`src/rtl/pport_pkg.sv`:
```
package pport_pkg;
  typedef enum logic [1:0] {
    MODE_NONE = 2'd0,
    MODE_PAR  = 2'd1,
    MODE_SER  = 2'd2,
    MODE_DIR  = 2'd3
  } mode_t;

  // staged byte index: 0..3 freq, 4..5 phase, 6..7 amplitude; 8 = unused lane
  localparam int unsigned STG_BYTES = 8;
  localparam logic [3:0] DST_NONE = 4'd8;

  function automatic mode_t classify(input logic vld, input logic [3:0] code);
    if (!vld)                return MODE_NONE;
    else if (code == 4'b0000) return MODE_PAR;
    else if (code == 4'b0001) return MODE_SER;
    else if (code >= 4'b1110) return MODE_NONE;
    else                      return MODE_DIR;
  endfunction

  // destination pair for lanes {3,2} (hi) or {1,0} (lo): returns upper-byte index
  // of a 16-bit half; lower byte is index-1. DST_NONE when unused.
  function automatic logic [3:0] half_dest(input logic [3:0] code, input logic hi);
    logic [7:0] pair;
    case (code)
      4'b0010: pair = {4'd3, 4'd1};
      4'b0011: pair = {4'd3, 4'd5};
      4'b0100: pair = {4'd3, 4'd7};
      4'b0101: pair = {4'd1, 4'd5};
      4'b0110: pair = {4'd1, 4'd7};
      4'b0111: pair = {4'd5, 4'd7};
      4'b1000: pair = {4'd3, DST_NONE};
      4'b1001: pair = {4'd1, DST_NONE};
      4'b1010: pair = {4'd5, DST_NONE};
      4'b1011: pair = {4'd7, DST_NONE};
      4'b1100: pair = {4'd5, 4'd1};
      4'b1101: pair = {4'd7, 4'd3};
      default: pair = {DST_NONE, DST_NONE};
    endcase
    return hi ? pair[7:4] : pair[3:0];
  endfunction

  function automatic logic [3:0] lane_dest(input logic [3:0] code, input int unsigned lane);
    logic [3:0] top;
    top = half_dest(code, lane >= 2);
    if (top == DST_NONE) return DST_NONE;
    return (lane % 2 == 1) ? top : top - 4'd1;
  endfunction
endpackage

```
`src/rtl/pport_sampler.sv`:
```
module pport_sampler #(
  parameter int unsigned BUS_W = 32,
  parameter int unsigned FN_W  = 4
) (
  input  logic             clk,
  input  logic             rst_n,
  input  logic [FN_W-1:0]  fn_in,
  input  logic [BUS_W-1:0] bus_in,
  input  logic             upd_in,
  output logic             s_vld,
  output logic [FN_W-1:0]  s_fn,
  output logic [BUS_W-1:0] s_bus,
  output logic             s_upd
);
  always_ff @(posedge clk or negedge rst_n) begin
    if (!rst_n) begin
      s_vld <= 1'b0;
      s_fn  <= '0;
      s_bus <= '0;
      s_upd <= 1'b0;
    end else begin
      s_vld <= 1'b1;
      s_fn  <= fn_in;
      s_bus <= bus_in;
      s_upd <= upd_in;
    end
  end
endmodule

```
`src/rtl/pport_regfile.sv`:
```
module pport_regfile #(
  parameter int unsigned REG_COUNT = 16,
  parameter int unsigned ADDR_W    = 8,
  parameter int unsigned DATA_W    = 16
) (
  input  logic              clk,
  input  logic              rst_n,
  input  logic              wr_en,
  input  logic              wide,
  input  logic              rd_en,
  input  logic [ADDR_W-1:0] addr,
  input  logic [DATA_W-1:0] wdata,
  output logic [DATA_W-1:0] rd_data,
  output logic              rd_valid
);
  localparam int unsigned HALF = DATA_W / 2;

  logic [DATA_W-1:0] regs [REG_COUNT];
  logic in_range;

  assign in_range = (32'(addr) < REG_COUNT);

  always_ff @(posedge clk or negedge rst_n) begin
    if (!rst_n) begin
      for (int i = 0; i < REG_COUNT; i++) regs[i] <= '0;
      rd_data  <= '0;
      rd_valid <= 1'b0;
    end else begin
      rd_valid <= rd_en;
      if (rd_en) rd_data <= in_range ? regs[addr] : '0;
      if (wr_en && in_range) begin
        if (wide) regs[addr] <= wdata;
        else      regs[addr][HALF-1:0] <= wdata[HALF-1:0];
      end
    end
  end
endmodule

```
`src/rtl/pport_direct.sv`:
```
module pport_direct
  import pport_pkg::*;
#(
  parameter int unsigned LANES = 4,
  parameter int unsigned AMP_W = 12
) (
  input  logic             clk,
  input  logic             rst_n,
  input  logic             dir_en,
  input  logic [3:0]       code,
  input  logic [LANES*8-1:0] lanes,
  input  logic             commit,
  output logic [STG_BYTES*8-1:0] stage_flat,
  output logic [31:0]      freq_word,
  output logic [15:0]      phase_word,
  output logic [AMP_W-1:0] amp_word
);
  logic [7:0] stg [STG_BYTES];
  logic [3:0] dest [LANES];

  for (genvar l = 0; l < LANES; l++) begin : g_lane
    assign dest[l] = lane_dest(code, l);
  end

  for (genvar b = 0; b < STG_BYTES; b++) begin : g_flat
    assign stage_flat[b*8 +: 8] = stg[b];
  end

  always_ff @(posedge clk or negedge rst_n) begin
    if (!rst_n) begin
      for (int b = 0; b < STG_BYTES; b++) stg[b] <= '0;
    end else if (dir_en) begin
      for (int l = 0; l < LANES; l++)
        if (dest[l] != DST_NONE) stg[dest[l][2:0]] <= lanes[l*8 +: 8];
    end
  end

  always_ff @(posedge clk or negedge rst_n) begin
    if (!rst_n) begin
      freq_word  <= '0;
      phase_word <= '0;
      amp_word   <= '0;
    end else if (commit) begin
      freq_word  <= stage_flat[31:0];
      phase_word <= stage_flat[47:32];
      amp_word   <= stage_flat[48 +: AMP_W];
    end
  end
endmodule

```
`src/rtl/pport_router.sv`:
```
module pport_router
  import pport_pkg::*;
#(
  parameter int unsigned REG_COUNT = 16,
  parameter int unsigned AMP_W     = 12
) (
  input  logic        clk,
  input  logic        rst_n,
  input  logic [3:0]  fn_sel,
  input  logic [31:0] pin_bus,
  input  logic        upd_strobe,
  output logic [1:0]  mode_o,
  output logic [4:0]  ser_pins,
  output logic [15:0] rd_data,
  output logic        rd_valid,
  output logic [31:0] freq_word,
  output logic [15:0] phase_word,
  output logic [AMP_W-1:0] amp_word
);
  logic        s_vld, s_upd;
  logic [3:0]  s_fn;
  logic [31:0] s_bus;
  mode_t       mode;

  // named internal events for the checker
  logic rd_req_w, wr_req_w, conflict_w, commit_w, unused_w, dir_w;
  logic [STG_BYTES*8-1:0] stage_w;

  pport_sampler #(.BUS_W(32), .FN_W(4)) u_smp (
    .clk(clk), .rst_n(rst_n), .fn_in(fn_sel), .bus_in(pin_bus), .upd_in(upd_strobe),
    .s_vld(s_vld), .s_fn(s_fn), .s_bus(s_bus), .s_upd(s_upd)
  );

  assign mode       = classify(s_vld, s_fn);
  assign mode_o     = mode;
  assign rd_req_w   = (mode == MODE_PAR) &&  s_bus[1] && !s_bus[0];
  assign wr_req_w   = (mode == MODE_PAR) &&  s_bus[0] && !s_bus[1];
  assign conflict_w = (mode == MODE_PAR) &&  s_bus[0] &&  s_bus[1];
  assign dir_w      = (mode == MODE_DIR);
  assign unused_w   = s_vld && (s_fn >= 4'b1110);
  assign commit_w   = s_upd;
  assign ser_pins   = (mode == MODE_SER) ? s_bus[4:0] : 5'd0;

  pport_regfile #(.REG_COUNT(REG_COUNT), .ADDR_W(8), .DATA_W(16)) u_rf (
    .clk(clk), .rst_n(rst_n), .wr_en(wr_req_w), .wide(s_bus[2]), .rd_en(rd_req_w),
    .addr(s_bus[15:8]), .wdata(s_bus[2] ? s_bus[31:16] : {8'd0, s_bus[23:16]}),
    .rd_data(rd_data), .rd_valid(rd_valid)
  );

  pport_direct #(.LANES(4), .AMP_W(AMP_W)) u_dir (
    .clk(clk), .rst_n(rst_n), .dir_en(dir_w), .code(s_fn), .lanes(s_bus),
    .commit(commit_w), .stage_flat(stage_w),
    .freq_word(freq_word), .phase_word(phase_word), .amp_word(amp_word)
  );
endmodule

```
`config.mk`:
```
export PLATFORM = sky130hd
export DESIGN_NAME = pport_router
export DESIGN_NICKNAME = d
export VERILOG_FILES = /design/src/rtl/pport_pkg.sv /design/src/rtl/pport_sampler.sv /design/src/rtl/pport_regfile.sv /design/src/rtl/pport_direct.sv /design/src/rtl/pport_router.sv
export SDC_FILE = /design/constraint.sdc
export NUM_CORES = 1
export LEC_CHECK = 0
export BUFFER_PORTS_ARGS = -buffer_cell sky130_fd_sc_hd__buf_2
export CORE_MARGIN = 3
export CORE_UTILIZATION = 55
export DETAILED_ROUTE_END_ITERATION = 8
export GPL_ROUTABILITY_DRIVEN = 0
export PLACE_DENSITY = 0.76
export SYNTH_ARGS = -nofsm -noshare
export SYNTH_HDL_FRONTEND = slang
export SYNTH_SLANG_ARGS = --single-unit
```
`constraint.sdc`:
```
create_clock -name clk -period 2.9 [get_ports clk]
set_input_delay 0 -clock clk [delete_from_list [all_inputs] [get_ports clk]]
set_output_delay 0 -clock clk [all_outputs]
set_load 0.005 [all_outputs]
```
Word-level counts from Yosys, hierarchy flattened
Memory sizes are Yosys's and may differ from the RTL's.
Index checks and enable logic that the tools add are counted.
{ "totals": {"ff_bits": 435, "mem_bits_ro": 512, "inputBits": 39, "output_inout_bits": 84, "word_cells": 129, "memories": 4} }
{ "op_classes": {"addsub": 2, "n_lt_le_gt_ge": 12, "eq_ne": 12, "mux": 48, "bitwise_logic": 5, "reduce_logical": 13} }
{ "memory_table": {"columns": ["memory", "words", "word_bits", "rd", "rd_ports_with_merged_regs", "wr", "line", "rtl"], "rows": [
  ["(no name shown)", 16, 8, 1, 0, 0, "pport_pkg.sv:25", "case (code)"],
  ["(no name shown)", 16, 8, 1, 0, 0, "pport_pkg.sv:25", null],
  ["(no name shown)", 16, 8, 1, 0, 0, "pport_pkg.sv:25", null],
  ["(no name shown)", 16, 8, 1, 0, 0, "pport_pkg.sv:25", null]
]} }
{ "ops": {"columns": ["cell", "count"], "rows": [
  ["256-bit bitwise mux", 2],
  ["64-bit two-way mux", 7],
  ["64-bit bitwise mux", 4],
  ["256-bit two-way mux", 1],
  ["16-bit demux with 4-bit select", 2],
  ["8-bit demux with 3-bit select", 4],
  ["16-bit two-way mux", 5],
  ["16-bit binary-select mux with 4-bit select", 1],
  ["8-bit two-way mux", 5],
  ["4-bit two-way mux", 8],
  ["4-bit >= comparator (second input constant)", 5],
  ["4-bit equality test (second input constant)", 4],
  ["4-bit by 1-bit < comparator with 1-bit output (second input constant)", 4],
  ["4-bit != test (second input constant)", 4],
  ["3-bit inverter with 4-bit output", 4],
  ["1-bit logical AND", 10],
  ["9-bit by 5-bit >= comparator with 1-bit output (second input constant)", 1],
  ["9-bit by 1-bit < comparator with 1-bit output (second input constant)", 1],
  ["8-bit inverter with 9-bit output", 1],
  ["8-bit by 5-bit < comparator with 1-bit output (second input constant)", 1],
  ["2-bit two-way mux", 4],
  ["4-bit by 1-bit subtractor with 4-bit output (second input constant)", 2],
  ["5-bit two-way mux", 1],
  ["2-bit equality test (second input constant)", 2],
  ["5 further kinds", 9]
]} }

Logic depth before layout (Yosys ltp)
Gate-level depths: netlist (run 1).
An unclocked memory read counts as a cell.
{ "logic_depth": {"word_depth": 20, "mapped_depth": 12, "ltp_nobuf": 11} }

By module
From an unflattened synthesis (run 1), not the netlist that was laid out.
{ "unflattened": {"cells_unflattened": 1520, "area_unflattened_um2": 20489.7} }
{ "by_module_without_submodules": {"columns": ["module", "instances", "cells_each", "area_each_um2", "seq_area_each_um2"], "rows": [
  ["pport_regfile", 1, 815, 12613.3, 6831.6],
  ["pport_direct", 1, 640, 6740.2, 3103.0],
  ["pport_sampler", 1, 39, 954.7, 950.9],
  ["pport_router", 1, 26, 181.4, 0.0]
]} }

Worst setup path before layout (run 1)
No wires, ideal clock.
{ "synth_path": {"path_kind": "register -> register", "start": "register u_smp.s_fn[2]", "end": "register u_dir.stg, in the netlist u_dir.stage_flat[6]", "setup_ns": 0.126, "arrival_time_ns": 2.649, "required_time_ns": 2.774, "slack_ns": 0.125, "path_stages_with_launch": 12, "path_buffers": 3, "period_less_slack_ns": 2.775, "path_cell_list": "dfrtp_1 buf_2 buf_2 nor2b_1 buf_2 or2_2 ha_1 nor2_1 o21ai_1 mux2_2 mux2_2 a221o_1"} }
{ "synth_via": {"elab_chain_len": 20, "elab_cells_between_ends": 65, "cone_classes": "2 x add/sub; 9 x order compare; 10 x eq/ne; 31 x mux; 4 x bitwise; 5 x reduce/logical; 4 x memory"} }
{ "synth_rtl": {"columns": ["item", "line", "rtl"], "rows": [
  ["from (decl)", "pport_sampler.sv:11", "output logic [FN_W-1:0] s_fn,"],
  ["from (signal assigned)", "pport_sampler.sv:23", "s_fn <= fn_in;"],
  ["parallel branches: the longest is 20 deep, another holds memory read 16 x 8 bit", null, null],
  ["to (signal, indexed assignment)", "pport_direct.sv:34", "if (dest[l] != DST_NONE) stg[dest[l][2:0]] <= lanes[l*8 +: 8];"],
  ["to (decl)", "pport_direct.sv:18", "logic [7:0] stg [STG_BYTES];"]
]} }
Several ways; the timed one is not identified. The select of a mux whose other input is x is not followed.
A chain may end at the register's enable or synchronous reset.

Worst setup path in the final report (run 1)
{ "layout_path": {"start": "register u_smp.s_fn[0]", "end": "register u_dir.stg, in the netlist u_dir.stage_flat[4]"} }
The elaborated chain is that of the path after synthesis.

==> results of run 1 <==
==> worst max path at each step <==
stage | start | to | slack [ns] | depth (start not counted)
after global routing | u_smp.s_fn[1] | u_dir.stage_flat[2] | 0.01 | 8
after global placement | u_smp.s_fn[1] | u_dir.stage_flat[6] | 0.15 | 10
final | u_smp.s_fn[0] | u_dir.stage_flat[4] | 0.08 | 8
after detailed placement | u_smp.s_fn[1] | u_dir.stage_flat[6] | 0.04 | 10
after CTS | u_smp.s_fn[1] | u_dir.stage_flat[6] | 0.05 | 10
after floorplan | u_smp.s_fn[2] | u_dir.stage_flat[6] | 0.13 | 11
==> cell usage after synthesis, types with 13 or more instances <==
cell type / instances
dfrtp_1: 431
mux2_2: 351
clkbuf_1: 71
nand2_1: 71
mux4_2: 65
o21ai_0: 38
mux2i_1: 37
a22oi_1: 32
nor2_1: 32
a21oi_1: 23
nand3_1: 20
o211ai_1: 20
buf_1: 19
a22o_1: 16
nor2_2: 16
o22ai_1: 16
buf_2: 14
inv_1: 14
ha_1: 13
==> cell families (layout without fill, tap and decap cells) <==
| group | count (synthesis) | in the layout | synth area share |
|---|---|---|---|
| mux | 461 | 461 | 0.294 |
| other cells | 1 | 1 | 0.000186 |
| flops | 431 | 431 | 0.536 |
| compound gates | 205 | 205 | 0.0728 |
| simple gates | 220 | 220 | 0.0653 |
| fa+ha+maj | 13 | 13 | 0.00808 |
| buf+inv | 120 | 342 | 0.0240 |
==> cell type report <==
type | instances | share of cell area
clock buffers | 67 | 0.0568
clock inverters | 15 | 0.00907
inverters | 14 | 0.00223
multi-input cells | 900 | 0.376
flip-flops and latches | 431 | 0.458
well taps | 461 | 0.0245
repair buffers | 246 | 0.0741
==> per-layer routing <==
layer	wire length [um]	share of wire
met4	1970	0.038
met1	21600	0.42
met2	25200	0.49
met5	0	0
met3	3100	0.060
==> timing repair <==
action / 4_1_cts / 5_1_grt
endpoints found under the hold margin: 228 / 0
setup endpoints to repair: 0 / 13
hold buffers: 38 / 0
resized for setup: 0 / 1
==> power breakdown <==
part	switching, mW	total [mW]	internal (mW)
Combinational	0.878	1.86	0.979
Clock	2.39	6.03	3.64
Sequential	0.585	7.15	6.56
==> flow_summary.json, run 1 <==
{
  "synth-seq-area-share": 0.536,
  "track_usage": 0.269,
  "layout_commonest_cell": "dfrtp_1",
  "use_met3": 0.0440,
  "start_kind": "register",
  "netlist_instances": 1451,
  "die-area_um2": 38900,
  "final_area_um2": 23600,
  "drive_above_1_share": 0.451,
  "wl_per_cell_um": 24.3,
  "synthTopCellsByArea": "dfrtp_1 54%, mux2_2 20%, mux4_2 7.3%",
  "synth_area_um2": 20100,
  "synthArstFlopShare": 1.00,
  "drtIter0Drc": 1098,
  "coreArea_um2": 35800,
  "r2r_end": "u_dir.stage_flat[4]",
  "final.setup.worst_slack_ns": 0.0811,
  "drt_first_pass_iters": 5,
  "period_needed_ns": 2.82,
  "drc_errors": 0,
  "setup_violations": 0,
  "max_slew.worst_pin.slew_ns": 1.14,
  "r2r_cells": 8,
  "numCtsBuffers": 44,
  "outcome": "completed",
  "initial_core_util": 0.562,
  "die_w_um": 197,
  "worstPathMaxFanout": 5,
  "worstPathCellList": "inv_1, ha_1, nor2_1, or4b_2, a21oi_2, buf_4, mux2_2, a221o_1",
  "cp.arrival_ns": 3.26,
  "total_leakage_power_nw": 11.4,
  "synth_top_area_cell": "dfrtp_1",
  "cap_violations": 0,
  "clk_pin_slew_worst_paths_ns": 0.06,
  "r2r-start": "u_smp.s_fn[0]",
  "grt_util_met1": 0.366,
  "clk_latency_ns": 0.57,
  "cp_slowest_cell": "or4b_2",
  "grt_first_pass_wirelength_um": 81600,
  "synth_edf_count": 0,
  "busiest_layer": "met2",
  "setup_tns_ns": 0,
  "whs_ns": 0.0229,
  "synth_ff_type": "dfrtp_1",
  "grt_max_degree": 83,
  "num_rows": 69,
  "placed_area_um2": 21600,
  "cp_data_required_time_ns": 3.35,
  "ir_drop_v": 0.000486,
  "yosysWarnings": 0,
  "cpPeakStageDelay_ns": 0.71,
  "nFillCells": 2504,
  "num_vias": 13540,
  "syn_avg_cell_area_um2": 13.9,
  "rrSetupSlack_ns": 0.08,
  "syn_to_final_growth_pct": 17.2,
  "synth_seq_cells": 431,
  "io_pins": 123,
  "finalPower_mw": 15.0,
  "wirelength_um": 51800,
  "final_cell_mix": "428 x dfrtp_1, 351 x mux2_2, 121 x buf_2, 78 x buf_4, 71 x nand2_1",
  "cts_tree": "yes",
  "port_buffers": 122,
  "fin_cells": 2134,
  "finalClockSkew_ns": 0.0272,
  "critPathKind": "reg -> reg",
  "hold_viol": 0,
  "path_buf_inv": 2,
  "htree_levels": 2,
  "seq_area_um2": 10800,
  "pre_cts_ws_ns": 0.0422,
  "yosysUniqueCellTypes": 62,
  "cp-end-kind": "register",
  "viasPerCell": 6.34,
  "die_h_um": 197,
  "gr-usage-met2": 0.442,
  "slew_headroom": 0.240,
  "dpl.cell_count": 2014,
  "synth_nets": 1503,
  "antenna_found_initial": 0,
  "diodes": 0,
  "nets": 1689,
  "hold_path.class": "in -> async",
  "antenna_left": 0,
  "multi_input_area_um2": 8860,
  "slew_violations": 0,
  "powerDensity_nw_per_um2": 638,
  "rsz0062_at_grt": "false",
  "period_share": 0.972,
  "cp_top_family": "simple AND/OR/NAND/NOR gates",
  "synth_top_area_frac": 0.536,
  "cts_buffer_depth": 3,
  "max_freq_ghz": 0.355,
  "fin_util": 0.658,
  "cts_sinks": 431,
  "dp_hpwl_um": 33400,
  "grt_pass1_vias": 14243,
  "post_cts_buffers": 0,
  "grt-ovfl-total": 0,
  "clockRootBuffer": "clkbuf_16"
}
No activity file was read; power rests on OpenSTA's default activity.
==> inputs of run 2 (changes only) <==
--- a/config.mk
+++ b/config.mk
@@ -8,8 +8,10 @@
 export BUFFER_PORTS_ARGS = -buffer_cell sky130_fd_sc_hd__buf_2
 export CORE_MARGIN = 3
 export CORE_UTILIZATION = 55
+export CTS_BUF_LIST = sky130_fd_sc_hd__clkbuf_8
 export DETAILED_ROUTE_END_ITERATION = 8
 export GPL_ROUTABILITY_DRIVEN = 0
+export GPL_TIMING_DRIVEN = 0
 export PLACE_DENSITY = 0.76
 export SYNTH_ARGS = -nofsm -noshare
 export SYNTH_HDL_FRONTEND = slang
==> constraint.sdc (replaced) <==
create_clock -name clk -period 2.9 [get_ports clk]
set_input_delay 0 -clock clk [delete_from_list [all_inputs] [get_ports clk]]
set_output_delay 0 -clock clk [all_outputs]
set_load 0.05 [all_outputs]
==> run 2 against run 1 <==
First-iteration DRC count up 20%; the run now ends with setup timing left; critical path type unchanged; critical path depth down 3; setup slack worse by 0.10 ns; highest routed layer unchanged; maximum frequency down 3.5%; final area up 1.7%; hold slack better by 0.0048 ns; power up 1.8%; die area unchanged.
==> flow_summary.json, run 2 (synthesis results as in run 1) <==
{
  "die_h_um": 197,
  "cp_top_family": "simple AND/OR/NAND/NOR gates",
  "cts_buffer_depth": 3,
  "worstSetupStartpoint": "u_smp.s_bus[15]",
  "slew_headroom": 0.379,
  "start_kind": "register",
  "p_comb_frac": 0.198,
  "power_frac_seq": 0.461,
  "ir_drop_v": 0.000423,
  "drive_above_1_share": 0.432,
  "r2r_cells": 5,
  "grt-ovfl-total": 0,
  "worstSetupPathDepth": 5,
  "setup_violations": 4,
  "drt-met1-wl_um": 22500,
  "critPathKind": "reg -> reg",
  "num_rows": 69,
  "drt_first_pass_iters": 5,
  "io_pins": 123,
  "total_leakage_power_nw": 11.5,
  "top_layer_used": "met4",
  "numCtsBuffers": 71,
  "worstPathMaxFanout": 8,
  "powerDensity_nw_per_um2": 638,
  "clockRootBuffer": "clkbuf_8",
  "outcome": "finished with violations",
  "final.setup.worst_slack_ns": -0.0216,
  "cp.arrival_ns": 3.41,
  "nets": 1789,
  "hold_viol": 0,
  "die-area_um2": 38900,
  "finalClockSkew_ns": 0.0212,
  "cts_tree": "yes",
  "syn_to_final_growth_pct": 19.3,
  "cpPeakStageDelay_ns": 0.63,
  "htree_levels": 3,
  "viasPerCell": 6.27,
  "worstPathCellList": "or4_4, nor3_4, nand4b_1, nor2_2, mux2_2",
  "slew_violations": 0,
  "track_usage": 0.286,
  "coreArea_um2": 35800,
  "clk_latency_ns": 0.63,
  "hold_path.class": "in -> async",
  "cts_sinks": 431,
  "drtIter0Drc": 1318,
  "max_slew.worst_pin.slew_ns": 0.932,
  "power_frac_clock": 0.341,
  "path_buf_inv": 0,
  "grt_max_degree": 131,
  "route.met3.wl_um": 4500,
  "cp_data_required_time_ns": 3.39,
  "max_freq_ghz": 0.342,
  "violations": "setup timing",
  "final_cell_mix": "428 x dfrtp_1, 351 x mux2_2, 134 x buf_2, 92 x clkbuf_8, 70 x nand2_1",
  "clk_pin_slew_worst_paths_ns": 0.06,
  "port_buffers": 122,
  "initial_core_util": 0.562,
  "rrSetupSlack_ns": -0.02,
  "swShare": 0.320,
  "dp_hpwl_um": 37500,
  "p_int_mw": 10.4,
  "grt_pass1_vias": 14396,
  "period_share": 1.01,
  "cp_slowest_cell": "or4_4",
  "setup_tns_ns": -0.0237,
  "antenna_found_initial": 1,
  "r2r-start": "u_smp.s_bus[15]",
  "cp-end-kind": "register",
  "finalPower_mw": 15.3,
  "worstSetupEndpoint": "u_rf.regs[47]",
  "wl_per_cell_um": 24.9,
  "wl_met2_um": 26300,
  "wirelength_um": 55800,
  "switching_power_mw": 4.90,
  "die_w_um": 197,
  "drc_errors": 0,
  "num_vias": 14093,
  "grt_first_pass_wirelength_um": 85100,
  "r2r_end": "u_rf.regs[47]",
  "cap_violations": 0,
  "rsz0062_at_grt": "true",
  "layout_commonest_cell": "dfrtp_1",
  "period_needed_ns": 2.92,
  "antenna_left": 0
}
## run 2: cell types whose count changed in the layout (fill, tap and decap cells not counted), moves of 5 or more
cell,delta
bufinv_16,-5
clkbuf_2,+8
buf_2,+13
dlygate4sd3_1,+23
inv_1,+22
clkbuf_1,+50
buf_4,-60
clkbuf_8,+79
nor2_4,+9
nor2_2,-7
buf_1,+14
clkbuf_16,-45
## run 2: power by group through the flow
stage	sequential [mW]	clock, mW	combinational, mW
after floorplan	7.92	0	1.15
after global placement	7.11	0	2.83
after detailed placement	7.13	0	2.91
after CTS	7.03	5.30	3.01
after global routing	7.10	5.58	3.22
final	7.05	5.22	3.04
## run 2: how the worst min path moves through the flow
stage	slack, ns	cells after the start	to	from
2_1_floorplan	-0.30	0	async pin	rst_n
3_3_place_gp	0.11	1	u_smp.s_bus[9]	pin_bus[9]
3_5_place_dp	0.02	1	u_dir.freq_word[17]	rst_n
4_1_cts	0.002	2	u_smp.s_fn[2]	fn_sel[2]
5_1_grt	0.02	2	u_smp.s_bus[13]	pin_bus[13]
6_report	0.03	3	u_dir.freq_word[17]	rst_n
## run 2: final cells by class
class                      count  area (um^2)
fill                        2485        11800
tap                          461          577
buffer                       103          463
clock inverter                28          120
antenna                        1         2.50
clock buffer                  92         1270
timing repair buffer         216         1710
sequential                   431        10800
multi-input combinational    900         9010
inverter                      14         52.6
## run 2: layer usage
layer  vias up  track usage
li1       5963            -
met1      7260        0.391
met2       686        0.452
met3       184       0.0617
met4         0        0.120
met5         -            0
## run 2: metrics by stage
step / hold WS, ns / utilization / setup WS (ns) / cells / cell area, um^2
floorplan: -0.296 / - / 0.125 / 1451 / 20100
finish: 0.0278 / 0.670 / -0.0216 / 2246 / 24000
detailed placement: 0.0156 / 0.597 / -0.767 / 2037 / 21400
global placement: 0.108 / 0.595 / -6.39 / 2034 / 21300
CTS: 0.00182 / 0.659 / 0.00249 / 2224 / 23600
global route: 0.0173 / 0.670 / -0.144 / 2246 / 24000
## run 2: repair_timing
action,4_1_cts,5_1_grt
gates resized for setup,28,45
pin swaps,9,11
hold buffers,62,0
setup endpoints to repair,184,327
buffers inserted,7,22
hold endpoints to repair,343,0
## run 2: tightest hold or removal path, cell delays in order
cell,delay [ns]
dlygate4sd3_1,0.56
buf_8,0.16
buf_16,0.32
